File: config.mk
export PLATFORM = sky130hd
export DESIGN_NAME = dpll_mode_ctrl
export DESIGN_NICKNAME = d
export VERILOG_FILES = /design/src/rtl/dpll_mode_pkg.sv /design/src/rtl/dpll_sync2.sv /design/src/rtl/dpll_mode_fsm.sv /design/src/rtl/dpll_lock_ctrl.sv /design/src/rtl/dpll_mode_ctrl.sv
export SDC_FILE = /design/constraint.sdc
export NUM_CORES = 1
export LEC_CHECK = 0
export BUFFER_PORTS_ARGS = -buffer_cell sky130_fd_sc_hd__clkbuf_2
export CAP_MARGIN = 25
export CORE_MARGIN = 2
export CORE_UTILIZATION = 40
export CTS_BUF_LIST = sky130_fd_sc_hd__clkbuf_16
export DETAILED_ROUTE_END_ITERATION = 6
export GPL_ROUTABILITY_DRIVEN = 0
export SLEW_MARGIN = 20
export SYNTH_ARGS = -nofsm -noshare
export SYNTH_HDL_FRONTEND = slang
export SYNTH_SLANG_ARGS = --single-unit
export TNS_END_PERCENT = 20
File: constraint.sdc
create_clock -name clk -period 3.1 [get_ports clk]
set_input_delay 0.155 -clock clk [delete_from_list [all_inputs] [get_ports clk]]
set_output_delay 0.155 -clock clk [all_outputs]
set_load 0.005 [all_outputs]
File: src/rtl/dpll_mode_pkg.sv
package dpll_mode_pkg;

  typedef enum logic [1:0] {
    M_RST  = 2'b00,
    M_FREE = 2'b01,
    M_NORM = 2'b10
  } mode_t;

  // saturating increment toward a limit
  function automatic int unsigned sat_inc(input int unsigned v, input int unsigned lim);
    return (v >= lim) ? lim : v + 1;
  endfunction

  // width needed to hold the value n
  function automatic int unsigned cnt_w(input int unsigned n);
    return (n < 2) ? 1 : $clog2(n + 1);
  endfunction

endpackage

File: src/rtl/dpll_sync2.sv
module dpll_sync2 #(
  parameter int WIDTH = 2
) (
  input  logic             clk,
  input  logic             rst_n,
  input  logic [WIDTH-1:0] d_i,
  output logic [WIDTH-1:0] q_o
);
  for (genvar b = 0; b < WIDTH; b++) begin : g_bit
    logic s1, s2;
    always_ff @(posedge clk or negedge rst_n) begin
      if (!rst_n) begin
        s1 <= 1'b0;
        s2 <= 1'b0;
      end else begin
        s1 <= d_i[b];
        s2 <= s1;
      end
    end
    assign q_o[b] = s2;
  end
endmodule

File: src/rtl/dpll_mode_fsm.sv
module dpll_mode_fsm
  import dpll_mode_pkg::*;
#(
  parameter int unsigned RST_CYC = 150000
) (
  input  logic  clk,
  input  logic  rst_n,
  input  logic  ref_fail_s,
  output mode_t mode,
  output logic  out_en
);
  localparam int unsigned RW = cnt_w(RST_CYC);

  logic [RW-1:0] rcnt;
  logic          stretch_done;

  assign stretch_done = (rcnt == RW'(RST_CYC - 1));

  always_ff @(posedge clk or negedge rst_n) begin
    if (!rst_n) begin
      mode <= M_RST;
      rcnt <= '0;
    end else begin
      unique case (mode)
        M_RST: begin
          rcnt <= RW'(sat_inc(rcnt, RST_CYC));
          if (stretch_done) mode <= M_FREE;
        end
        M_FREE: if (!ref_fail_s) mode <= M_NORM;
        M_NORM: if (ref_fail_s) mode <= M_FREE;
        default: mode <= M_RST;
      endcase
    end
  end

  assign out_en = (mode != M_RST);

  // the reset stretch only ever exits to Freerun
  p_reset_exit_free_r3: assert property (@(posedge clk) disable iff (!rst_n)
    mode == M_RST |=> (mode == M_RST || mode == M_FREE));
  // a failed reference holds Freerun
  p_free_hold_on_fail_r4: assert property (@(posedge clk) disable iff (!rst_n)
    (mode == M_FREE && ref_fail_s) |=> mode == M_FREE);
  // a failed reference ends Normal
  p_norm_exit_on_fail_r4: assert property (@(posedge clk) disable iff (!rst_n)
    (mode == M_NORM && ref_fail_s) |=> mode == M_FREE);
endmodule

File: src/rtl/dpll_lock_ctrl.sv
module dpll_lock_ctrl
  import dpll_mode_pkg::*;
#(
  parameter int unsigned QUAL_CYC = 50000,
  parameter int unsigned HOLD_CYC = 5000000
) (
  input  logic  clk,
  input  logic  rst_n,
  input  mode_t mode,
  input  logic  in_win_s,
  output logic  lock
);
  localparam int unsigned QW = cnt_w(QUAL_CYC);
  localparam int unsigned HW = cnt_w(HOLD_CYC);

  logic [QW-1:0] qcnt;
  logic [HW-1:0] hcnt;
  logic          qual_hit;
  logic          hold_expire;

  assign qual_hit    = (qcnt >= QW'(QUAL_CYC - 1));
  assign hold_expire = (hcnt == HW'(HOLD_CYC - 1));

  always_ff @(posedge clk or negedge rst_n) begin
    if (!rst_n) begin
      lock <= 1'b0;
      qcnt <= '0;
      hcnt <= '0;
    end else begin
      unique case (mode)
        M_NORM: begin
          hcnt <= '0;
          if (!in_win_s) begin
            qcnt <= '0;
            lock <= 1'b0;
          end else begin
            qcnt <= QW'(sat_inc(qcnt, QUAL_CYC));
            if (qual_hit) lock <= 1'b1;
          end
        end
        M_FREE: begin
          if (lock) begin
            if (hold_expire) begin
              lock <= 1'b0;
              hcnt <= '0;
              qcnt <= '0;
            end else begin
              hcnt <= HW'(sat_inc(hcnt, HOLD_CYC));
            end
          end else begin
            hcnt <= '0;
            qcnt <= '0;
          end
        end
        default: begin
          lock <= 1'b0;
          qcnt <= '0;
          hcnt <= '0;
        end
      endcase
    end
  end

  // no lock while the reset stretch runs
  p_no_lock_in_reset_r1: assert property (@(posedge clk) disable iff (!rst_n)
    mode == M_RST |-> !lock);
  // lock only rises out of a Normal cycle
  p_lock_rise_norm_r5: assert property (@(posedge clk) disable iff (!rst_n)
    (mode != M_NORM && !lock) |=> !lock);
  // a window drop in Normal clears lock
  p_win_drop_r6: assert property (@(posedge clk) disable iff (!rst_n)
    (mode == M_NORM && !in_win_s) |=> !lock);
  // lock stays up in Freerun until the hold-off counter ends
  p_hold_keeps_lock_r7: assert property (@(posedge clk) disable iff (!rst_n)
    (mode == M_FREE && lock && !hold_expire) |=> lock);
endmodule

File: src/rtl/dpll_mode_ctrl.sv
module dpll_mode_ctrl
  import dpll_mode_pkg::*;
#(
  parameter int unsigned RST_CYC  = 150000,
  parameter int unsigned QUAL_CYC = 50000,
  parameter int unsigned HOLD_CYC = 5000000
) (
  input  logic       clk,
  input  logic       rst_n,
  input  logic       ref_fail_i,
  input  logic       in_window_i,
  output logic [1:0] mode_o,
  output logic       out_en_o,
  output logic       lock_o
);
  logic [1:0] sync_q;
  logic       ref_fail_s;
  logic       in_win_s;
  mode_t      mode;

  dpll_sync2 #(.WIDTH(2)) u_sync (
    .clk   (clk),
    .rst_n (rst_n),
    .d_i   ({in_window_i, ref_fail_i}),
    .q_o   (sync_q)
  );

  assign ref_fail_s = sync_q[0];
  assign in_win_s   = sync_q[1];

  dpll_mode_fsm #(.RST_CYC(RST_CYC)) u_fsm (
    .clk        (clk),
    .rst_n      (rst_n),
    .ref_fail_s (ref_fail_s),
    .mode       (mode),
    .out_en     (out_en_o)
  );

  dpll_lock_ctrl #(.QUAL_CYC(QUAL_CYC), .HOLD_CYC(HOLD_CYC)) u_lock (
    .clk      (clk),
    .rst_n    (rst_n),
    .mode     (mode),
    .in_win_s (in_win_s),
    .lock     (lock_o)
  );

  assign mode_o = mode;

  // output drivers are enabled exactly outside the reset stretch
  p_oe_vs_mode_r2: assert property (@(posedge clk) disable iff (!rst_n)
    out_en_o == (mode_o != 2'b00));
endmodule

-- Word-level counts from Yosys, hierarchy flattened
Cells that the tools add are included.
Widths: inputs -> output; s select.
- register bits: 64
- logic and storage cells: 47
- output and inout port bits: 4
- reduce and logical (&&, ||, !) cells: 3
- order comparisons: 4
- muxes and demuxes: 19
- add/subtract/negate cells: 3
- equality and inequality tests: 9
- operator list (kind ; number):
    $mux 23 ; 4
    $mux 16 ; 4
    $ge 16x16->1 const B ; 2
    $pmux 16 s2 ; 1
    $add 23x1->23 const B ; 1
    $eq 23x23->1 const B ; 1
    $ge 23x23->1 const B ; 1
    $add 18x1->18 const B ; 1
    $eq 18x18->1 const B ; 1
    $ge 18x18->1 const B ; 1
    $mux 18 ; 1
    $add 16x1->16 const B ; 1
    $mux 2 ; 3
    $pmux 2 s3 ; 1
    $mux 1 ; 4
    $ne 2x2->1 const B ; 2
    $ne 3x2->1 const B ; 1
    $ne 3x3->1 const B ; 1
    $reduce_and 3->1 ; 1
    $eq 2x1->1 const B ; 1
    $eq 2x2->1 const B ; 1
    $logic_not 2->1 ; 1
    $ne 2x1->1 const B ; 1
    $pmux 1 s2 ; 1
    $reduce_bool 2->1 ; 1

-- Longest topological paths before layout
Gate-level depths: netlist of the first run.
- word-level depth: 5
- mapped depth: 8

-- Hierarchy
Synthesis of the first run repeated with hierarchy kept, for this count alone.
- cell total of the unflattened synthesis: 369
- area total of the unflattened synthesis: 3522.1 µm²
- by module, submodules not included (module ; area an instance (µm²) ; times used ; cells an instance):
    dpll_lock_ctrl ; 2337.2 ; 1 ; 247
    dpll_mode_fsm ; 1069.8 ; 1 ; 116
    dpll_sync2 ; 115.1 ; 1 ; 6

-- Worst setup path before layout of the first run
Ideal clock, no wire load.
- path type: register -> register
- start: register u_lock.hcnt[0]
- end: register u_lock.lock
- arrival: 1.552 ns
- path slack: 1.422 ns
- library setup time: 0.126 ns
- stages on the path, launching flop included: 8
- path buffers: 1
- path through: dfrtp_1 -> ha_1 -> nand3_2 -> nor3_2 -> a31oi_2 -> buf_4 -> o21ai_0 -> mux2i_1
- cells in the longest elaborated chain, start to end: 4
- ends and longest elaborated chain (element ; line ; RTL):
    start: declaration ; dpll_lock_ctrl.sv:17 ; logic [HW-1:0] hcnt;
    start signal: assignment ; dpll_lock_ctrl.sv:48 ; hcnt <= HW'(sat_inc(hcnt, HOLD_CYC));
    $eq 23x23->1 ; dpll_lock_ctrl.sv:22 ; assign hold_expire = (hcnt == HW'(HOLD_CYC - 1));
    $mux 1 ; dpll_lock_ctrl.sv:43 ; if (hold_expire) begin
    $mux 1 ; dpll_lock_ctrl.sv:42 ; if (lock) begin
    $pmux 1 s2 ; dpll_lock_ctrl.sv:30 ; unique case (mode)
    end signal: assignment ; dpll_lock_ctrl.sv:26 ; lock <= 1'b0;
    end signal: assignment ; dpll_lock_ctrl.sv:35 ; lock <= 1'b0;
    end signal: assignment ; dpll_lock_ctrl.sv:44 ; lock <= 1'b0;
    end: declaration ; dpll_lock_ctrl.sv:11 ; output logic lock
No other way between the ends.
A chain may end at the register's enable or synchronous reset.

-- Worst setup path in the final report of the first run
- start: register u_lock.hcnt[0]
- end: register u_lock.qcnt[7]
- cells in the longest elaborated chain, start to end: 2
- ends and longest elaborated chain (element ; line ; RTL):
    $eq 23x23->1 ; dpll_lock_ctrl.sv:22 ;
    $ne 3x3->1 (no source line) ; -- ;
    end signal: assignment ; dpll_lock_ctrl.sv:37 ; qcnt <= QW'(sat_inc(qcnt, QUAL_CYC));
    end: declaration ; dpll_lock_ctrl.sv:16 ; logic [QW-1:0] qcnt;
No other way between the ends.

==> impl_results.md, run 1 <==
- Top cell type's share of synthesized area: 44.87%
- Post-DP HPWL: 5043 um
- Final Skew: 0.004543 ns
- CTS tree: done
- Vias in the first global route: 2,745
- WL per Instance: 14.99 um
- Slew Viols, Final: 0
- Async S/R FF share, synth: 100.0%
- Postcts setup bufs: 0
- Post-Syn Area: 3570 um^2
- Worst-skew pair later-pin latency: 0.32 ns
- Maximum vdd drop: 0.0002522 V
- Crit path max fanout: 19
- Setup TNS Final: 0 ns
- CTS buffer count: 9
- Hold Path Class: in2async
- Height of the die: 98.47 um
- DRT Pass-1 Iters: 4
- Power density cells: 452.1 nW/um^2
- Leakage: 1.769 nW
- Gr usage total: 16.56%
- # clock sinks: 64
- Row count: 34
- CP endpoint kind: flip-flop
- Die area: 9695 um^2
- Final hold slack: 0.2636 ns
- Outcome: finished, final reports clean
- CTS clock-pin slew for the worst setup and hold paths: 0.05 ns
- Initial antenna violation count: 0
- Number of distinct library cells after synthesis: 55
- Area of the core: 8678 um^2
- First-iteration detailed-routing DRC count: 131
- Largest net degree at the start of global routing: 42
- Fmax: 0.4390 GHz
- Post-Route WL: 7328 um
- Final WS setup: 0.8222 ns
- Root Buffer: clkbuf_16
- Seq/Total Area, Yosys: 44.87%
- CTS HTree Levels: 3
- Global route total overflow: 0
- Final setup vio count: 0
- Syn Nets: 377
- Synth Flop Type: dfrtp_1
- PortBufs: 7
- Worst R2R Start: u_lock.hcnt[0]$_DFF_PN0_
- #FFs+latches synth: 64
- WS Path Type: reg2reg
- Crit path time final: 2.278 ns
- Synth area leader: dfrtp_1
- Filler cells: 849
- Cells after Synth: 364
- Worst EP required: 3.31 ns
- Residual DRC: 0
- Post-synth EDFFs: 0
- Global-route wire length before repair: 12,990 um
- Post-DP Area: 3685 um^2
- Cells on worst reg2reg path: 6
- Worst slew margin: 43.35%
- Ranking of synthesized cells by area: dfrtp_1, xor2_1, nand2_1
- Unrepaired setup endpoints after global routing: no
- Syn_area_per_cell: 9.807 um^2
- Final Cycle Share: 73.48%
- I/O pin total: 8
- Via density: 5.575
- Critical Path Start: u_lock.hcnt[0]$_DFF_PN0_
- Endpoints failing hold: 0
- Startpoint class of the critical path: flip-flop
- Worst-Margin Slew: 0.8471 ns
- Max cap viols: 0
- Layout Nets: 391
- Total Power: 0.001813 W
- DIE WIDTH: 98.47 um
- Vias after detailed routing: 2,726
- Crit path DAT: 2.49 ns
- Share of cells above drive strength 1: 12.86%
- Maximum buffer depth of the clock tree: 2
- Starting density of the core: 41.13%
- # diodes: 0
- Post-route cell area: 4010 um^2
- Setup WS pre-CTS: 0.8530 ns
- P&R area growth vs syn: 12.34%
- Yosys warns: 0
- DRT antenna net count: 0
[sequential cells by signal, summed over array words and instances, names as in the netlist]
register and cells:
u_sync.g_bit.s1 2, u_lock.qcnt 16, u_sync.g_bit.s2 2, u_lock.hcnt 23
u_fsm.rcnt 18, u_fsm.mode 2, u_lock.lock 1
[worst paths after layout]
| kind | to | slack (ns) |
|---|---|---|
| max in group asynchronous | u_fsm.rcnt[7]$_DFFE_PN0P_ | 2.14 |
| max reg2reg | u_lock.qcnt[7]$_DFFE_PN0P_ | 0.82 |
| min reg2reg | u_sync.g_bit[0].s2$_DFF_PN0_ | 0.38 |
| min in group clk | u_sync.g_bit[0].s2$_DFF_PN0_ | 0.38 |
| max | u_lock.qcnt[7]$_DFFE_PN0P_ | 0.82 |
| min | u_lock.qcnt[1]$_DFFE_PN0P_ | 0.26 |
[cells in the final DEF, fill, tap and decap left out, drive strengths merged, types with 5 or more instances in the layout]
master,instances
buf,5
nand3,23
xnor2,11
o21ai,16
ha,9
nand4,15
clkbuf,15
nor3,24
nor2,25
a21oi,15
dfrtp,64
nor4,7
nand2,31
xor2,20
a31oi,7
and3,12
inv,16
and2,6
a22o,7
[layer usage]
layer  part of all wire (%)  wire length, um  GRT usage [%]
met5                      0                0              0
met4                    1.5              109          5.901
met3                    2.8              205          4.468
met2                     47             3451          25.69
met1                     49             3562          22.47
[cells by family (layout without fill, tap and decap cells)]
kind of cell | after synthesis | after routing | share of synthesized area (%)
compound gates | 69 | 69 | 13.25
xor+xnor | 31 | 31 | 7.606
fa+ha+maj | 9 | 9 | 3.155
buf+inv | 27 | 44 | 3.855
flops | 64 | 64 | 44.87
mux | 4 | 4 | 1.157
simple gates | 160 | 160 | 26.11
[cells in the mapped netlist (6+ instances only)]
master,instances
dfrtp_1,64
inv_1,16
xnor2_1,11
a22o_1,7
nand3_1,20
nand2_1,31
nor3_1,13
nor3_2,11
ha_1,9
o21ai_0,15
nand4_1,15
a31oi_1,6
a21oi_1,15
nor2_1,24
and3_1,11
xor2_1,20
[cell type report]
cell class / count / area [um^2] / share of cell area, %
timing repair buffer: 14 / 107.6 / 2.683
inverter: 16 / 60.06 / 1.498
sequential: 64 / 1602 / 39.94
clock inverter: 5 / 50.05 / 1.248
tap: 108 / 135.1 / 3.370
clock buffer: 9 / 225.2 / 5.616
multi-input combinational: 273 / 1831 / 45.65
[through the flow]
stage          std cells  utilization [%]
6_report             489            46.21
5_1_grt              489            46.21
4_1_cts              487            45.86
3_5_place_dp         471            42.46
3_3_place_gp         471            42.46
2_1_floorplan        364                -
[worst max-delay path: stages (launching register included)]
cell     delay (ns)
dfrtp_1        0.41
ha_1           0.24
nand3_2        0.16
nor3_2         0.27
a31o_1         0.60
o21ai_0        0.21
a22o_1         0.27
[where the power goes]
part	total (W)	leakage (nW)	internal [W]	switching [W]
clock network	0.000947	0.141	0.000606	0.000340
registers	0.000841	0.871	0.000839	0.00000143
logic	0.0000260	0.757	0.00000820	0.0000178
[timing repair]
item,CTS,global route
endpoints found under the setup margin,0,0
hold buffers,2,1
hold endpoints to repair,2,11
resized for setup,0,0
(Power assumes the default switching activity.)
==> run 2, diff against run 1 <==
- clock period: 3.1 -> 2.3 ns (I/O delays scaled with it)
==> impl_results.md, run 2 (synthesized netlist as in run 1, its figures left out) <==
- Largest net degree at the start of global routing: 39 (was 42)
- # clock sinks: 64 (unchanged)
- Final Cycle Share: 87.48% (was 73.48%)
- Crit path DAT: 2.22 ns (was 2.49 ns)
- Row count: 34 (unchanged)
- # diodes: 0 (unchanged)
- Postcts setup bufs: 0 (unchanged)
- Layout Nets: 393 (was 391)
- Unrepaired setup endpoints after global routing: no (unchanged)
- Final Skew: 0.007358 ns (was 0.004543 ns)
- Largest registers: u_lock.hcnt (23), u_fsm.rcnt (18), u_lock.qcnt (16) (unchanged)
- Crit path time final: 2.012 ns (was 2.278 ns)
- Slew Viols, Final: 0 (unchanged)
- DRT Pass-1 Iters: 4 (unchanged)
- Root Buffer: clkbuf_16 (unchanged)
- CTS tree: done (unchanged)
- Hold Path Class: in2async (unchanged)
- Initial antenna violation count: 0 (unchanged)
- Worst-Margin Slew: 0.6903 ns (was 0.8471 ns)
- Max cap viols: 0 (unchanged)
- Bufs and invs on worst path: 0 (unchanged)
- P&R area growth vs syn: 12.90% (was 12.34%)
- Placed insts: 474 (was 471)
- CP endpoint kind: flip-flop (unchanged)
- Fmax: 0.4970 GHz (was 0.4390 GHz)
- First-iteration detailed-routing DRC count: 161 (was 131)
- Commonest non-fill, non-tap cell in the layout: dfrtp_1 (unchanged)
- Outcome: finished, final reports clean (unchanged)
- Grt met1 use: 21.95% (was 22.47%)
- Global route total overflow: 0 (unchanged)
- Area of the core: 8678 um^2 (unchanged)
- Met2 GRT Util: 25.59% (was 25.69%)
- Endpoints failing hold: 0 (unchanged)
- Via density: 5.525 (was 5.575)
- Final setup vio count: 0 (unchanged)
- Critical path cell sequence: ha_1 > nand3_2 > nor3_2 > a31oi_2 > nor2_4 > a221o_1 (was ha_1 > nand3_2 > nor3_2 > a31o_1 > o21ai_0 > a22o_1)
- Finished Layout Cells: 493 (was 489)
- Top Family by Delay on Critical Path: compound AO/OA/AOI/OAI gates (unchanged)
- Post-DP HPWL: 5006 um (was 5043 um)
- WL per Instance: 14.83 um (was 14.99 um)
- Startpoint class of the critical path: flip-flop (unchanged)
- Worst EP required: 2.51 ns (was 3.31 ns)
- Power density cells: 610.7 nW/um^2 (was 452.1 nW/um^2)
- CTS clock-pin slew for the worst setup and hold paths: 0.06 ns (was 0.05 ns)
- Global-route wire length before repair: 12,740 um (was 12,990 um)
- Slowest cell on crit path: a31oi_2 (was a31o_1)
- Largest reg by FF count: u_lock.hcnt (unchanged)
- Largest register FFs: 23 (unchanged)
- Maximum vdd drop: 0.0003807 V (was 0.0002522 V)
- Slowest cell delay on critical path: 0.53 ns (was 0.60 ns)
- CTS buffer count: 9 (unchanged)
- CTS HTree Levels: 3 (unchanged)
- DRT antenna net count: 0 (unchanged)
- Finished Core Util: 46.44% (was 46.21%)
- Vias in the first global route: 2,684 (was 2,745)
- GRT busiest layer: met2 (unchanged)
- Starting density of the core: 41.13% (unchanged)
- Total Power: 0.002461 W (was 0.001813 W)
- Worst-skew pair later-pin latency: 0.32 ns (about the same)
- Die area: 9695 um^2 (unchanged)
- Height of the die: 98.47 um (unchanged)
- Setup TNS Final: 0 ns (unchanged)
- PortBufs: 7 (unchanged)
- Leakage: 1.785 nW (was 1.769 nW)
- Vias after detailed routing: 2,724 (was 2,726)
- Crit path max fanout: 13 (was 19)
- DIE WIDTH: 98.47 um (unchanged)
- Gr usage total: 16.29% (was 16.56%)
- Met3 GRT Util: 3.688% (was 4.468%)
- Residual DRC: 0 (unchanged)
- I/O pin total: 8 (unchanged)
- Worst slew margin: 53.83% (was 43.35%)
- Post-Route WL: 7310 um (was 7328 um)
- Share of cells above drive strength 1: 12.99% (was 12.86%)
- Most frequent cells in the layout: dfrtp_1, nand2_1, nor2_1 (unchanged)
- WS Path Type: reg2reg (unchanged)
- Maximum buffer depth of the clock tree: 2 (unchanged)
-- run 2: cell count changes in the layout (fill, tap and decap cells not counted) --
| cell | delta |
|---|---|
| clkinv_1 | +2 |
| inv_1 | +2 |
| buf_4 | +2 |
| clkinv_2 | -2 |
| a31o_1 | -1 |
| a31o_2 | +1 |
-- run 2: path summary, 6_finish.rpt --
check,from,endpoint,slack [ns],cells past startpoint
worst max-delay path,u_lock.hcnt[0]$_DFF_PN0_,u_lock.qcnt[3]$_DFFE_PN0P_,0.29,6
worst min-delay path,rst_n,u_lock.qcnt[1]$_DFFE_PN0P_,0.35,2
worst max register to register,u_lock.hcnt[0]$_DFF_PN0_,u_lock.qcnt[3]$_DFFE_PN0P_,0.29,6
worst min register to register,u_sync.g_bit[0].s1$_DFF_PN0_,u_sync.g_bit[0].s2$_DFF_PN0_,0.39,0
max in group asynchronous,rst_n,u_lock.hcnt[4]$_DFF_PN0_,1.31,3
min in group clk,u_sync.g_bit[0].s1$_DFF_PN0_,u_sync.g_bit[0].s2$_DFF_PN0_,0.39,0
-- run 2: layer usage --
| layer | routed length [um] | share of wire (%) | vias to the layer above |
|---|---|---|---|
| li1 | - | - | 1344 |
| met1 | 3508 | 48 | 1325 |
| met2 | 3498 | 48 | 53 |
| met3 | 259 | 3.5 | 2 |
| met4 | 44 | 0.60 | 0 |
| met5 | 0 | 0 | - |
-- run 2: worst register-to-register path, delay by kind of cell (launching register included) --
family / cells / cell delay, ns
DFF: 1 / 0.41
adders and majority gates: 1 / 0.25
and+or+nand+nor: 3 / 0.39
AOI/OAI and AO/OA: 2 / 0.85
-- run 2: area by class of cell --
cell class	count	area [um^2]
sequential	64	1602
fill	830	4648
inverter	16	60.06
timing repair buffer	16	122.6
multi-input combinational	273	1831
clock inverter	7	55.05
tap	108	135.1
clock buffer	9	225.2
-- run 2: where the power goes --
part	total [W]	switching (W)	internal (W)
Clock	0.00130	0.000478	0.000819
Sequential	0.00113	0.00000203	0.00113
Combinational	0.0000323	0.0000235	0.00000883
Total	0.00246	0.000503	0.00196
-- run 2: repair_timing --
action,4_1_cts,5_1_grt
hold buffers,3,0
endpoints found under the setup margin,0,1
gates resized for setup,0,1
hold endpoints to repair,28,0
-- run 2: metrics by stage --
stage	setup slack, ns	hold slack [ns]	area, um^2
floorplan	0.6218	-0.1806	3570
global placement	0.2565	0.1797	3720
detailed placement	0.2076	0.1891	3720
CTS	0.1684	0.3819	4030
global route	0.1605	0.3895	4030
finish	0.2880	0.3539	4030
==> run 3, diff against run 2 <==
- CORE_ASPECT_RATIO: unset -> 1.2
- clock period: 2.3 -> 2.4 ns (I/O delays scaled with it)
==> impl_results.md, run 3 (synthesized netlist as in run 1, its figures left out) <==
- Outcome: finished, final reports clean (unchanged)
- # diodes: 0 (unchanged)
- Slew Viols, Final: 0 (unchanged)
- Residual DRC: 0 (unchanged)
- Area of the core: 8611 um^2 (was 8678 um^2)
- WL per Instance: 14.69 um (was 14.83 um)
- Height of the die: 107.5 um (was 98.47 um)
- Most frequent cells in the layout: dfrtp_1, nand2_1, nor2_1 (unchanged)
- CTS buffer count: 9 (unchanged)
- Crit path time final: 1.983 ns (was 2.012 ns)
- Post-Route WL: 7358 um (was 7310 um)
- Post-DP HPWL: 5125 um (was 5006 um)
- Crit path DAT: 2.20 ns (was 2.22 ns)
- DIE WIDTH: 90.24 um (was 98.47 um)
- PortBufs: 7 (unchanged)
- Setup TNS Final: 0 ns (unchanged)
- Post-CTS Resized: 0 (unchanged)
- CP endpoint kind: flip-flop (unchanged)
- P&R area growth vs syn: 14.16% (was 12.90%)
- Largest reg by FF count: u_lock.hcnt (unchanged)
- Layout Nets: 392 (was 393)
- Unrepaired setup endpoints after global routing: no (unchanged)
- Largest register FFs: 23 (unchanged)
- Total Power: 0.002513 W (was 0.002461 W)
- Global-route wire length before repair: 13,080 um (was 12,740 um)
- Final setup vio count: 0 (unchanged)
- Worst-Margin Slew: 0.7321 ns (was 0.6903 ns)
- WS Path Type: reg2reg (unchanged)
- Final Cycle Share: 82.62% (was 87.48%)
- DRT antenna net count: 0 (unchanged)
- Vias after detailed routing: 2,706 (was 2,724)
- Setup WS pre-CTS: 0.4472 ns (was 0.2076 ns)
- Gr usage total: 16.67% (was 16.29%)
- Worst EP required: 2.61 ns (was 2.51 ns)
- Final Skew: 0.009501 ns (was 0.007358 ns)
- Finished Core Util: 47.33% (was 46.44%)
- Max cap viols: 0 (unchanged)
- Initial antenna violation count: 0 (unchanged)
- FF/Latch Area: 1602 um^2 (unchanged)
- DRT Pass-1 Iters: 4 (unchanged)
- Share of cells above drive strength 1: 13.54% (was 12.99%)
- Startpoint class of the critical path: flip-flop (unchanged)
- Commonest non-fill, non-tap cell in the layout: dfrtp_1 (unchanged)
- First-iteration detailed-routing DRC count: 133 (was 161)
- Power density cells: 616.6 nW/um^2 (was 610.7 nW/um^2)
- Crit path max fanout: 10 (was 13)
- Maximum buffer depth of the clock tree: 2 (unchanged)
- Final WS setup: 0.4171 ns (was 0.2880 ns)
- Endpoints failing hold: 0 (unchanged)
- Postcts setup bufs: 0 (unchanged)
- Leakage: 1.792 nW (was 1.785 nW)
- Hold Path Class: reg2reg (was in2async)
- CTS clock-pin slew for the worst setup and hold paths: 0.06 ns (about the same)
- Maximum vdd drop: 0.0004240 V (was 0.0003807 V)
- Global route total overflow: 0 (unchanged)
- Die area: 9699 um^2 (was 9695 um^2)
- Starting density of the core: 41.46% (was 41.13%)
- Largest registers: u_lock.hcnt (23), u_fsm.rcnt (18), u_lock.qcnt (16) (unchanged)
- Worst-skew pair later-pin latency: 0.33 ns (was 0.32 ns)
- Area of the multi-input gates: 1831 um^2 (unchanged)
- CTS tree: done (unchanged)
- Filler cells: 837 (was 830)
- Largest net degree at the start of global routing: 39 (unchanged)
- Vias in the first global route: 2,738 (was 2,684)
- # clock sinks: 64 (unchanged)
- Post-CTS Hold Fix Bufs: 3 (unchanged)
- Via density: 5.401 (was 5.525)
- Fmax: 0.5043 GHz (was 0.4970 GHz)
- CTS HTree Levels: 3 (unchanged)
- Root Buffer: clkbuf_16 (unchanged)
- I/O pin total: 8 (unchanged)
- Worst slew margin: 51.20% (was 53.83%)
- Row count: 37 (was 34)
run 3: cell count changes in the layout (fill, tap and decap cells not counted), sizes merged:
cell    before  now
clkinv       4    5
buf          7    5
inv         18   16
bufinv       1    2
clkbuf      15   16
run 3: where the power goes:
group / internal (W) / leakage, nW / switching (W)
sequential: 0.00108 / 0.871 / 0.00000235
combinational: 0.00000843 / 0.762 / 0.0000220
clock: 0.000910 / 0.159 / 0.000487
run 3: metrics by stage:
stage          cell area, um^2  cells  hold WS [ns]
2_1_floorplan             3570    364       -0.1756
3_5_place_dp              3724    482        0.2140
5_1_grt                   4075    501        0.3682
3_3_place_gp              3724    482        0.2162
6_report                  4075    501        0.3482
4_1_cts                   4075    501        0.3510
run 3: final timing paths:
kind	startpoint	end	slack, ns	depth (start not counted)
max in group asynchronous	rst_n	u_lock.hcnt[8]$_DFF_PN0_	1.37	3
hold / removal	u_sync.g_bit[0].s1$_DFF_PN0_	u_sync.g_bit[0].s2$_DFF_PN0_	0.35	0
min in group asynchronous	rst_n	u_lock.qcnt[11]$_DFFE_PN0P_	0.38	2
setup / recovery	u_lock.hcnt[0]$_DFF_PN0_	u_lock.qcnt[7]$_DFFE_PN0P_	0.42	6
hold reg to reg	u_sync.g_bit[0].s1$_DFF_PN0_	u_sync.g_bit[0].s2$_DFF_PN0_	0.35	0
setup reg to reg	u_lock.hcnt[0]$_DFF_PN0_	u_lock.qcnt[7]$_DFFE_PN0P_	0.42	6
run 3: critical path: stages, from the launching register on:
cell     delay [ns]
dfrtp_1        0.41
ha_1           0.22
nand3_2        0.15
nor3_2         0.27
a31o_1         0.41
o21ai_0        0.16
a22o_1         0.25
run 3: layer usage:
| layer | up-vias | wire (um) | global-route usage, % |
|---|---|---|---|
| li1 | 1338 | - | - |
| met1 | 1309 | 3471 | 21.86 |
| met2 | 48 | 3481 | 26.85 |
| met3 | 11 | 258 | 3.081 |
| met4 | 0 | 146 | 7.802 |
| met5 | - | 0 | 0 |
run 3: layout make-up:
class	count	area share [%]
Clock inverter	7	2.364
Multi-Input combinational cell	273	44.92
Timing Repair Buffer	15	2.825
Inverter	16	1.474
Tap cell	117	3.592
Sequential cell	64	39.30
Clock buffer	9	5.527
